## src/rtl/divchain_pkg.sv

```systemverilog
package divchain_pkg;
  localparam int unsigned MW = 9;
  localparam int unsigned AW = 4;
  localparam int unsigned RW = 6;

  typedef enum logic [1:0] {
    MON_ZERO   = 2'd0,
    MON_MODSEL = 2'd1,
    MON_PRESC  = 2'd2,
    MON_FP     = 2'd3
  } mon_sel_e;

  typedef struct packed {
    mon_sel_e          mon;
    logic              fp_quiet;
    logic              bypass;
    logic [RW-1:0]     r;
    logic [AW-1:0]     a;
    logic [MW-1:0]     m;
  } prog_t;

  localparam int unsigned PROG_W = $bits(prog_t);
endpackage

```

## src/rtl/dm_prescaler.sv

```systemverilog
module dm_prescaler #(
  parameter int unsigned LOW_MOD = 10
) (
  input  logic clk,
  input  logic rst,
  input  logic bypass,
  input  logic wide,
  output logic tick,
  output logic raw
);
  localparam int unsigned CW = $clog2(LOW_MOD + 1);
  localparam logic [CW-1:0] LAST_LO = CW'(LOW_MOD - 1);
  localparam logic [CW-1:0] LAST_HI = CW'(LOW_MOD);
  localparam logic [CW-1:0] HALF    = CW'(LOW_MOD / 2);

  logic [CW-1:0] pc;

  assign tick = bypass | (pc == (wide ? LAST_HI : LAST_LO));
  assign raw  = (pc >= HALF);

  always_ff @(posedge clk) begin
    if (rst || bypass) pc <= '0;
    else if (tick)     pc <= '0;
    else               pc <= pc + 1'b1;
  end

  // phase counter never passes the divide-by-11 terminal
  p_pc_range_r1: assert property (@(posedge clk) disable iff (rst) pc <= LAST_HI);
  // a bypassed prescaler holds still
  p_bypass_idle_r3: assert property (@(posedge clk) disable iff (rst) bypass |-> pc == '0);
endmodule

```

## src/rtl/dm_main_ctr.sv

```systemverilog
module dm_main_ctr
  import divchain_pkg::*;
(
  input  logic          clk,
  input  logic          rst,
  input  logic          pre_tick,
  input  logic          load,
  input  logic [MW-1:0] ld_m,
  input  logic [AW-1:0] ld_a,
  input  logic          ld_byp,
  output logic          term,
  output logic          fp,
  output logic          mod_hi,
  output logic          byp
);
  logic [MW-1:0] m_q, cnt;
  logic [AW-1:0] a_q;

  assign term   = pre_tick && (cnt == m_q);
  assign mod_hi = !byp && (cnt < MW'(a_q));

  always_ff @(posedge clk) begin
    if (rst) begin
      m_q <= '0;
      a_q <= '0;
      byp <= 1'b0;
      cnt <= '0;
      fp  <= 1'b0;
    end else begin
      fp <= term;
      if (pre_tick) begin
        if (term) begin
          cnt <= '0;
          if (load) begin
            m_q <= ld_m;
            a_q <= ld_a;
            byp <= ld_byp;
          end
        end else begin
          cnt <= cnt + 1'b1;
        end
      end
    end
  end

  // period index stays within the active M
  p_cnt_bound_r1: assert property (@(posedge clk) disable iff (rst) cnt <= m_q);
endmodule

```

## src/rtl/dm_ref_ctr.sv

```systemverilog
module dm_ref_ctr
  import divchain_pkg::*;
(
  input  logic          clk,
  input  logic          rst,
  input  logic          tick,
  input  logic          load,
  input  logic [RW-1:0] ld_r,
  output logic          term,
  output logic          fc
);
  logic [RW-1:0] r_q, cnt;

  assign term = tick && (cnt == r_q);

  always_ff @(posedge clk) begin
    if (rst) begin
      r_q <= '0;
      cnt <= '0;
      fc  <= 1'b0;
    end else begin
      fc <= term;
      if (tick) begin
        if (term) begin
          cnt <= '0;
          if (load) r_q <= ld_r;
        end else begin
          cnt <= cnt + 1'b1;
        end
      end
    end
  end

  // every fc pulse follows a reference tick
  p_fc_tick_r4: assert property (@(posedge clk) disable iff (rst) fc |-> $past(tick));
endmodule

```

## src/rtl/dm_divchain.sv

```systemverilog
module dm_divchain
  import divchain_pkg::*;
#(
  parameter int unsigned LOW_MOD = 10
) (
  input  logic              clk,
  input  logic              rst,
  input  logic              cfg_valid,
  output logic              cfg_ready,
  input  logic [PROG_W-1:0] cfg_data,
  input  logic              ref_tick,
  output logic              fp,
  output logic              fp_mon,
  output logic              fc,
  output logic              mod_sel,
  output logic              dout
);
  prog_t stg_q, in_w;
  logic  pend_m, pend_r, accept;
  logic  m_term, r_term, pre_tick, pre_raw, byp;

  assign in_w      = prog_t'(cfg_data);
  assign cfg_ready = !rst;
  assign accept    = cfg_valid && cfg_ready;

  always_ff @(posedge clk) begin
    if (rst) begin
      stg_q  <= '0;
      pend_m <= 1'b0;
      pend_r <= 1'b0;
    end else if (accept) begin
      stg_q  <= in_w;
      pend_m <= 1'b1;
      pend_r <= 1'b1;
    end else begin
      if (m_term) pend_m <= 1'b0;
      if (r_term) pend_r <= 1'b0;
    end
  end

  dm_prescaler #(.LOW_MOD(LOW_MOD)) u_pre (
    .clk(clk), .rst(rst), .bypass(byp), .wide(mod_sel),
    .tick(pre_tick), .raw(pre_raw)
  );

  dm_main_ctr u_main (
    .clk(clk), .rst(rst), .pre_tick(pre_tick), .load(pend_m),
    .ld_m(stg_q.m), .ld_a(stg_q.a), .ld_byp(stg_q.bypass),
    .term(m_term), .fp(fp), .mod_hi(mod_sel), .byp(byp)
  );

  dm_ref_ctr u_ref (
    .clk(clk), .rst(rst), .tick(ref_tick), .load(pend_r),
    .ld_r(stg_q.r), .term(r_term), .fc(fc)
  );

  assign fp_mon = fp && !stg_q.fp_quiet;

  always_comb begin
    unique case (stg_q.mon)
      MON_MODSEL: dout = mod_sel;
      MON_PRESC:  dout = pre_raw;
      MON_FP:     dout = fp;
      default:    dout = 1'b0;
    endcase
  end

  // reset silences both divider outputs
  p_rst_quiet_r9: assert property (@(posedge clk) rst |=> (!fp && !fc));
  // a word with the quiet bit mutes the fp monitor from the next cycle
  p_mon_quiet_r7: assert property (@(posedge clk) disable iff (rst)
    (accept && in_w.fp_quiet) |=> !fp_mon);
endmodule

```

## config.mk

```make
export PLATFORM = sky130hd
export DESIGN_NAME = dm_divchain
export DESIGN_NICKNAME = d
export VERILOG_FILES = /design/src/rtl/divchain_pkg.sv /design/src/rtl/dm_prescaler.sv /design/src/rtl/dm_main_ctr.sv /design/src/rtl/dm_ref_ctr.sv /design/src/rtl/dm_divchain.sv
export SDC_FILE = /design/constraint.sdc
export NUM_CORES = 1
export LEC_CHECK = 0
export ABC_AREA = 1
export BUFFER_PORTS_ARGS = -buffer_cell sky130_fd_sc_hd__buf_4
export CAP_MARGIN = 20
export CORE_MARGIN = 2
export CORE_UTILIZATION = 30
export DETAILED_ROUTE_END_ITERATION = 7
export PLACE_DENSITY = 0.58
export SLEW_MARGIN = 30
export SYNTH_ARGS = -nofsm -noshare
export SYNTH_HDL_FRONTEND = slang
export SYNTH_SLANG_ARGS = --single-unit
```

## constraint.sdc

```tcl
create_clock -name clk -period 2.55 [get_ports clk]
set_input_delay 0.255 -clock clk [delete_from_list [all_inputs] [get_ports clk]]
set_output_delay 0.255 -clock clk [all_outputs]
set_load 0.005 [all_outputs]
```

==> results.toml <==
[drt]
drtPass1Iterations = 4
totalWireLength_um = 6284
wire_per_inst_um = 10.27
num_vias = 2606
viasPerCell = 4.258
drc = 0
ant_nets = 0
drt_iter0_markers = 121

[synth]
synth_area_leader_cell = "dfxtp_1"
synth_warnings = 0
ys_ff_latch = 66
synth_top_family_by_area = "simple AND/OR/NAND/NOR gates"
ys_types = 29
ys.flop_type = "dfxtp_1"
syn-mean-instance-area_sq_um = 7.094
syn_area_sq_um = 3178
async_flop_share_pct = 0
yosys.area_share.xor_xnor_pct = 5.787
synth_compound_area_share_pct = 9.685
synthAdderAreaFrac_pct = 3.150
synth-simple-area-share_pct = 26.30
synth_cells = 448
synth_top_area_share_pct = 41.57
seq_area_frac_synth_pct = 41.57
synth_edf_count = 0
yosys-top-cells-area = "dfxtp_1 (42%), inv_1 (9.7%), nor2_1 (8.1%), nand2_1 (7.9%), a21oi_1 (6.3%)"
muxShareOfSynthArea_pct = 0
syn_nets = 483

[worst_setup_path]
crit_required_ns = 2.30
reg2reg_slack_ns = 0.55
crit_arrival_ns = 2.05
cpMaxStageDelayCell = "dfxtp_1"
worstSetupPathDepth = 9
worstPathCellList = "ha_1 -> nand2_1 -> nand2_1 -> nand2_1 -> nand3_1 -> inv_1 -> nand2_1 -> a221oi_1 -> buf_4"
critPathMaxStageDelay_ns = 0.46
critical-path-top-delay-family = "flip-flops"
worstPathMaxFanout = 7
cp_common_cell = "nand2_1"
ff2ff_path_depth = 12
cp-start-kind = "flop"
path_class = "reg2out"
worst_setup_path_end_kind = "primary output"
worst-path-buf-inv = 2

[sta]
fin_worst_skew_ns = 0.005959
slew_headroom_pct = 55.93
setup_viol = 0
slew_violations = 0
worst_pin_slew_ns = 0.6602
tns_ns = 0
fmax_mhz = 434.5
hold_violations = 0
grt_setup_unrepaired = "false"
min_period_ns = 2.302
final.period_utilization_pct = 90.26

[global_routing]
antenna_found_initial = 0
grt_pass1_wl_um = 11020
grt_max_degree = 48
grt.total_usage_pct = 12.13
grt-ovfl-total = 0
grt_pass1_vias = 2435

[place]
hpwlAfterDp_um = 4445
gp_congestion = 0.8217
port_buffers = 32

[final_layout]
antenna_cells = 0
syn_to_final_growth_pct = 14.96
most-common-layout-cells = "inv_1 (82), nor2_1 (69), nand2_1 (67), dfxtp_1 (66), a21oi_1 (40)"
fillers = 1099
layout.nets = 506
final_common_cell = "inv_1"
drive_gt1_share_pct = 11.55

[pwr]
powerDensity_nw_per_um2 = 568.0
finalPower_mw = 2.075
leakagePower_nw = 1.671
vdd_ir_drop_max_mv = 0.3082

[floorplan]
fp-row-count = 37
dieArea_sq_um = 11430
ioPinCount = 33
die_w_um = 106.9
initial_core_util_pct = 30.78
dieHeight_um = 106.9
fp.coreArea_sq_um = 10320

[clock_tree]
clock_latency_ns = 0.34
cts_resized = 0
cts_tree = "yes"
path_clk_slew_ns = 0.07
clock-sinks = 66
cts_hold_buffers = 0
numCtsBuffers = 9
cts_max_path_buffers = 2
cts_setup_buffers = 0
cts_max_level = 3
root_buffer = "clkbuf_8"

[min_path]
hold_depth = 3
holdCritPathClass = "in2reg"

[job]
maxCapViolations = 0

[outcome]
status = "finished, final reports clean"
==> final timing paths <==
path,startpoint,end
setup reg to reg,u_main.cnt[2]$_SDFFE_PP0P_,u_main.m_q[5]$_SDFFE_PP0P_
hold reg to reg,pend_r$_SDFFE_PP0P_,pend_r$_SDFFE_PP0P_
hold / removal,cfg_data[8],stg_q[8]$_SDFFE_PP0P_
setup / recovery,u_main.cnt[2]$_SDFFE_PP0P_,dout
==> routing by layer <==
layer / GRT usage, % / part of all wire, % / vias up
met1: 15.90 / 53 / 1138
met2: 18.97 / 43 / 30
met3: 1.641 / 2.1 / 9
li1: - / - / 1429
met5: 0 / 0 / -
met4: 7.236 / 1.9 / 0
==> metrics by stage <==
stage | setup slack, ns | hold slack [ns] | instances | util, % | area [sq um]
finish | 0.2485 | 0.1355 | 612 | 35.39 | 3654
global route | 0.03781 | 0.1249 | 612 | 35.39 | 3654
CTS | 0.1625 | 0.1213 | 612 | 35.39 | 3654
detailed placement | 0.5228 | 0.4590 | 596 | 33.80 | 3490
global placement | 0.5964 | 0.4544 | 596 | 33.80 | 3490
floorplan | 0.8893 | 0.3826 | 448 | - | 3178
==> Yosys cell counts (all sizes together), types with 8 or more instances <==
master	n
ha	8
o21ai	16
xor2	16
buf	10
clkbuf	12
nor2	72
nand3	16
nand2	68
a21oi	40
inv	83
nand4	17
dfxtp	66
==> worst reg2reg max path: stages, from the launching register on <==
cell and delay [ns]:
dfxtp_1 0.46, ha_1 0.30, nand2_1 0.06, nand2_1 0.06
nand2_1 0.08, nand3_1 0.10, nand2_1 0.08, nand3_2 0.09
nand2_4 0.25, nand3_4 0.21, nand2_1 0.11, inv_1 0.04
nor2_1 0.10
==> report_power, final <==
| part | switching [mW] | leakage, nW | total, mW | internal (mW) |
|---|---|---|---|---|
| sequential | 0.0352 | 0.539 | 1.12 | 1.08 |
| combinational | 0.116 | 1.04 | 0.204 | 0.0879 |
| clock | 0.379 | 0.0872 | 0.754 | 0.375 |
| total | 0.530 | 1.67 | 2.08 | 1.55 |
==> cells by family after synthesis <==
logic type                 Yosys count
adders and majority gates            8
xor gates and xnor gates            21
buffers and inverters              106
DFF                                 66
AOI/OAI and AO/OA                   60
and+or+nand+nor                    187
==> flip-flops by register name (all words and copies together), names as in the netlist, 4 cells and up <==
signal / count
stg_q: 23
u_main.a_q: 4
u_main.cnt: 9
u_main.m_q: 9
u_pre.pc: 4
u_ref.cnt: 6
u_ref.r_q: 6
==> layout make-up <==
cell class                      count  area (sq um)  area share [%]
Sequential cell                    66          1321           36.16
Clock buffer                       13         148.9           4.075
Tap cell                          136         170.2           4.658
Inverter                           84         315.3           8.630
Multi-Input combinational cell    276          1428           39.08
Clock inverter                      3         15.01          0.4110
Timing Repair Buffer               34         255.2           6.986
Power figures use the tool's default switching activity.
